`src/rtl/bwca_pkg.sv`:
```
package bwca_pkg;
    // Window taps: index = 3*(row offset + 1) + (column offset + 1)
    localparam int unsigned TAPS   = 9;
    localparam int unsigned CENTRE = 4;
    localparam int unsigned CNT_W  = 4;

    typedef logic [TAPS-1:0] tmpl_t;
endpackage

```
`src/rtl/bwca_window.sv`:
```
module bwca_window #(
    parameter int ROWS = 4,
    parameter int COLS = 4
) (
    input  logic [ROWS*COLS-1:0]                 pix,
    input  logic                                 border_val,
    output logic [ROWS*COLS*bwca_pkg::TAPS-1:0]  win
);
    import bwca_pkg::*;

    for (genvar r = 0; r < ROWS; r++) begin : g_row
        for (genvar c = 0; c < COLS; c++) begin : g_col
            for (genvar t = 0; t < TAPS; t++) begin : g_tap
                localparam int RR  = r + (t / 3) - 1;
                localparam int CC  = c + (t % 3) - 1;
                localparam int IDX = (r * COLS + c) * TAPS + t;
                if (RR >= 0 && RR < ROWS && CC >= 0 && CC < COLS) begin : g_in
                    assign win[IDX] = pix[RR * COLS + CC];
                end else begin : g_edge
                    assign win[IDX] = border_val;
                end
            end
        end
    end
endmodule

```
`src/rtl/bwca_cell.sv`:
```
module bwca_cell (
    input  bwca_pkg::tmpl_t win,
    input  bwca_pkg::tmpl_t terms,
    input  logic            bias_hi,
    input  logic            mask_en,
    input  logic            mask_val,
    input  logic            mask_inv,
    output logic            nxt
);
    import bwca_pkg::*;

    logic [CNT_W-1:0] black_cnt;
    logic             goes_black;

    always_comb begin
        black_cnt = '0;
        for (int k = 0; k < TAPS; k++) begin
            black_cnt = black_cnt + CNT_W'(terms[k] & ~win[k]);
        end
    end

    assign goes_black = bias_hi ? (black_cnt >= CNT_W'(2)) : (black_cnt >= CNT_W'(1));
    assign nxt        = mask_en ? (mask_val ^ mask_inv) : ~goes_black;
endmodule

```
`src/rtl/bwca_array.sv`:
```
module bwca_array #(
    parameter int ROWS     = 4,
    parameter int COLS     = 4,
    parameter int MAX_ITER = 16
) (
    input  logic                     clk,
    input  logic                     rst_n,
    input  logic [$clog2(ROWS)-1:0]  row_addr,
    input  logic                     row_wr,
    input  logic [COLS-1:0]          row_wdata,
    output logic [COLS-1:0]          row_rdata,
    input  logic                     mask_wr,
    input  logic [COLS-1:0]          mask_row_en,
    input  logic                     mask_inv,
    input  logic                     preset_white,
    input  logic                     preset_black,
    input  logic [8:0]               tmpl_terms,
    input  logic                     bias_hi,
    input  logic                     a_mode,
    input  logic                     border_val,
    input  logic                     start,
    output logic                     busy,
    output logic                     done
);
    import bwca_pkg::*;

    localparam int N  = ROWS * COLS;
    localparam int CW = $clog2(MAX_ITER + 1);

    typedef struct packed {
        logic [N-1:0]  pix;
        logic [N-1:0]  men;
        logic [N-1:0]  mval;
        logic          busy;
        logic          done;
        logic [CW-1:0] iter;
    } st_t;

    st_t st_q, st_d;

    logic [N*TAPS-1:0] win;
    logic [N-1:0]      step_pix;
    logic              changed;
    logic              start_ok;
    logic [CW-1:0]     cnt_nxt;

    bwca_window #(.ROWS(ROWS), .COLS(COLS)) u_window (
        .pix        (st_q.pix),
        .border_val (border_val),
        .win        (win)
    );

    for (genvar i = 0; i < N; i++) begin : g_cell
        bwca_cell u_cell (
            .win      (win[i*TAPS +: TAPS]),
            .terms    (tmpl_terms),
            .bias_hi  (bias_hi),
            .mask_en  (st_q.men[i]),
            .mask_val (st_q.mval[i]),
            .mask_inv (mask_inv),
            .nxt      (step_pix[i])
        );
    end

    assign changed  = (step_pix != st_q.pix);
    assign start_ok = !st_q.busy && start && !preset_white && !preset_black
                      && !row_wr && !mask_wr;
    assign cnt_nxt  = st_q.iter + CW'(1);

    always_comb begin
        st_d      = st_q;
        st_d.done = 1'b0;
        if (st_q.busy) begin
            st_d.pix  = step_pix;
            st_d.iter = cnt_nxt;
            if (!changed || cnt_nxt == CW'(MAX_ITER)) begin
                st_d.busy = 1'b0;
                st_d.done = 1'b1;
            end
        end else if (preset_white) begin
            st_d.pix = '1;
        end else if (preset_black) begin
            st_d.pix = '0;
        end else if (row_wr || mask_wr) begin
            if (row_wr) begin
                st_d.pix[int'(row_addr)*COLS +: COLS] = row_wdata;
            end
            if (mask_wr) begin
                st_d.men[int'(row_addr)*COLS +: COLS]  = mask_row_en;
                st_d.mval[int'(row_addr)*COLS +: COLS] = row_wdata;
            end
        end else if (start) begin
            st_d.pix  = step_pix;
            st_d.iter = CW'(1);
            if (!a_mode || !changed || MAX_ITER == 1) begin
                st_d.done = 1'b1;
            end else begin
                st_d.busy = 1'b1;
            end
        end
    end

    always_ff @(posedge clk or negedge rst_n) begin
        if (!rst_n) begin
            st_q     <= '0;
            st_q.pix <= '1;
        end else begin
            st_q <= st_d;
        end
    end

    assign row_rdata = st_q.pix[int'(row_addr)*COLS +: COLS];
    assign busy      = st_q.busy;
    assign done      = st_q.done;


    done_pulse_chk: assert property (@(posedge clk) disable iff (!rst_n)
        st_q.done |=> !st_q.done);


    done_not_busy_chk: assert property (@(posedge clk) disable iff (!rst_n)
        st_q.done |-> !st_q.busy);


    snapshot_single_chk: assert property (@(posedge clk) disable iff (!rst_n)
        (start_ok && !a_mode) |=> (st_q.done && !st_q.busy));


    iter_cap_chk: assert property (@(posedge clk) disable iff (!rst_n)
        st_q.iter <= CW'(MAX_ITER));


    preset_white_chk: assert property (@(posedge clk) disable iff (!rst_n)
        (!st_q.busy && preset_white) |=> (&st_q.pix));


    mask_force_chk: assert property (@(posedge clk) disable iff (!rst_n)
        (st_q.busy || start_ok) |=>
            ((st_q.pix & $past(st_q.men)) ==
             (($past(st_q.mval) ^ {N{$past(mask_inv)}}) & $past(st_q.men))));


    busy_ends_chk: assert property (@(posedge clk) disable iff (!rst_n)
        st_q.busy |=> (st_q.busy || st_q.done));
endmodule

```
`config.mk`:
```
export PLATFORM = sky130hd
export DESIGN_NAME = bwca_array
export DESIGN_NICKNAME = d
export VERILOG_FILES = /design/src/rtl/bwca_pkg.sv /design/src/rtl/bwca_window.sv /design/src/rtl/bwca_cell.sv /design/src/rtl/bwca_array.sv
export SDC_FILE = /design/constraint.sdc
export NUM_CORES = 1
export LEC_CHECK = 0
export BUFFER_PORTS_ARGS = -buffer_cell sky130_fd_sc_hd__buf_4
export CAP_MARGIN = 20
export CORE_UTILIZATION = 64
export DETAILED_ROUTE_END_ITERATION = 10
export PLACE_DENSITY = 0.8
export SYNTH_ARGS = -nofsm -noshare
export SYNTH_HDL_FRONTEND = slang
export SYNTH_SLANG_ARGS = --single-unit
```
`constraint.sdc`:
```
create_clock -name clk -period 6.6 [get_ports clk]
set_clock_uncertainty 0.05 [all_clocks]
set_input_delay 0.66 -clock clk [delete_from_list [all_inputs] [get_ports clk]]
set_output_delay 0.66 -clock clk [all_outputs]
set_load 0.02 [all_outputs]
```
==> impl_metrics.yaml <==
synthesis:
  synth-edff-count: 0
  syn_area_um2: 6980
  synth_top_cell_area_share_pct: 22.1
  ys_ff_latch: 55
  synthFlopType: "dfrtp_1"
  syn_avg_cell_area_um2: 8.69
  synth_top_cell_by_area: "fa_1"
  async_flop_share_pct: 100
  ys_warn_count: 0
  seq_area_frac_synth_pct: 20.0
  synth_cell_types: 67
  synth_top_cells_by_area: "fa_1 (22%), dfrtp_1 (14%), ha_1 (6.6%), dfstp_2 (6.0%), nand2_1 (5.5%)"
  syn-num-nets: 948
  synthCells: 804
power:
  ir_worst_vdd_uv: 275
  p_leak_nw: 3.38
  powerDensity_nw_per_um2: 544
global_route:
  grt_pass1_vias: 6366
  grt_pass1_wl_um: 33200
  grt_usage_pct: 39.0
  grt_max_degree: 56
  antenna_found_initial: 0
  overflow: 0
setup_path:
  critPathArrivalTime_ns: 6.08
  critical_path.cell_chain: "and2b_2 > fa_1 > inv_1 > fa_1 > inv_1 > fa_1 > inv_1 > fa_1 > inv_1 > fa_1 > nor2b_1 > a31oi_1 > nor3_1 > xnor2_1 > o211ai_1 > or4_1 > or4b_1 > and3_1"
  cp-start-kind: "flop"
  end_kind: "flop"
  cp.required_ns: 6.75
  cp_slowest_stage_delay_ns: 0.68
  crit_path_frequent_cell: "fa_1"
  path_class: "flop to flop"
  worst-path-max-fanout: 8
  critPathSlowestCell: "dfstp_2"
cells_and_area:
  fillCellCount: 850
  final_common_cell: "nand2_1"
  diodes: 0
  seq_area_um2: 1400
  multi_input_area_um2: 5100
  layout_common_cells: "nand2_1 (102), inv_1 (80), fa_1 (77)"
  nNetsFinal: 956
  drive_gt1_share_pct: 9.36
  syn_to_final_growth_pct: 5.45
clock_tree:
  hold_buffers: 0
  clk_latency_ns: 0.31
  cts_root_buffer: "clkbuf_8"
  cts_resized: 0
  path_clk_slew_ns: 0.10
  cts_setup_buffers: 0
  cts_tree: "yes"
  cts_made_buffers: 5
  clock_path_buffers: 2
  clock_sinks: 55
  htree_levels: 2
route:
  antenna_left: 0
  via_count: 6010
  drt-initial-drc-count: 415
  first_pass_iters: 5
  viasPerCell: 6.34
  drt_wl_total_um: 20200
  drc_errors: 0
  wire_per_inst_um: 21.3
sta:
  rsz0062_at_grt: "no"
  setup_viol: 0
  relSlewSlack_pct: 30.2
  hold_viol: 0
  min_period_over_period_pct: 89.8
  drv_slew: 0
  worst_pin_slew_ns: 1.04
  finalSetupTns_ns: 0
  fin_crit_ns: 5.93
  max_freq_mhz: 169
  finalWorstSetupSlack_ns: 0.674
placed_design:
  numPortBuffers: 35
  place.gp.congestion: 0.950
  dp_hpwl_um: 15900
  dpl_worst_slack_ns: 0.635
job:
  cap_violations: 0
status:
  status: "finished clean"
floorplan:
  rows: 37
  die_h_um: 106
  die_w_um: 106
  core-area_um2: 10500
  ios: 36
  die_area_um2: 11300
  start_util_pct: 66.7
hold_path:
  hold_class: "primary input to async pin"
cells in the mapped netlist (all sizes together) (10+ instances only):
| cell | number |
|---|---|
| nand2 | 102 |
| inv | 81 |
| fa | 77 |
| nor2b | 56 |
| o21ai | 51 |
| nand2b | 49 |
| a21oi | 42 |
| dfrtp | 39 |
| nor2 | 38 |
| ha | 37 |
| clkbuf | 32 |
| xor2 | 20 |
| nor3 | 17 |
| dfstp | 16 |
| o221ai | 12 |
| xnor2 | 11 |
| o21a | 10 |
through the flow:
step / cells / hold WS (ns) / utilization [%] / power [mW] / cell area [um2]
CTS: 948 / 0.353 / 70.4 / 3.98 / 7360
finish: 948 / 0.331 / 70.4 / 4.01 / 7360
global placement: 941 / 0.434 / 69.4 / 3.56 / 7260
global route: 948 / 0.390 / 70.4 / 4.41 / 7360
floorplan: 804 / 0.314 / - / 2.87 / 6980
detailed placement: 941 / 0.440 / 69.4 / 3.74 / 7260
area by class of cell:
cell class	count	area share [%]
inverters	81	4.16
clock inverters	2	0.510
clock buffers	5	0.935
well taps	136	2.31
multi-input cells	631	69.2
flip-flops and latches	55	19.0
repair buffers	38	3.87
logic make-up after synthesis:
| group | Yosys count | synth area share, % |
|---|---|---|
| AO/OA/AOI/OAI | 168 | 15.6 |
| AND/OR/NAND/NOR | 306 | 22.4 |
| XOR/XNOR | 31 | 3.89 |
| multiplexers | 12 | 2.51 |
| adder cells (fa/ha/maj) | 114 | 28.7 |
| flip-flops | 55 | 20.0 |
| buffers and inverters | 118 | 6.99 |
critical path: cells and delay by family (launching register included):
kind                       cells  cell delay (ns)
and+or+nand+nor                6             2.17
buffers and inverters          4             0.29
xor gates and xnor gates       1             0.19
adders and majority gates      5             2.24
AOI/OAI and AO/OA              2             0.19
DFF                            1             0.68
flip-flops by register name (all words and copies together) (netlist names):
| register | cells |
|---|---|
| busy | 1 |
| done | 1 |
| st_q | 53 |
layer usage:
layer  up-vias  global-route usage (%)  part of all wire (%)
met3        97                    5.21                   7.2
met5         -                       0                     0
met4         0                    21.3                   6.0
li1       2695                       -                     -
met1      2929                    50.9                    41
met2       289                    63.1                    46
path summary, 6_finish.rpt:
| path | from | endpoint | slack [ns] | cells past startpoint |
|---|---|---|---|---|
| max in group asynchronous | rst_n | busy$_DFF_PN0_ | 5.72 | 1 |
| min in group clk | st_q[15]$_DFFE_PN0P_ | st_q[15]$_DFFE_PN0P_ | 0.46 | 2 |
| worst min-delay path | rst_n | st_q[36]$_DFFE_PN0P_ | 0.33 | 1 |
| worst max register to register | st_q[40]$_DFFE_PN1P_ | busy$_DFF_PN0_ | 0.67 | 18 |
| worst min register to register | st_q[15]$_DFFE_PN0P_ | st_q[15]$_DFFE_PN0P_ | 0.46 | 2 |
| worst max-delay path | st_q[40]$_DFFE_PN1P_ | busy$_DFF_PN0_ | 0.67 | 18 |
power breakdown:
part           total [mW]  switching, mW  internal, mW
Sequential          0.753          0.275         0.477
Combinational        3.04           1.72          1.32
Clock               0.219          0.108         0.111
Total                4.01           2.10          1.91
No activity file was read; power rests on OpenSTA's default activity.
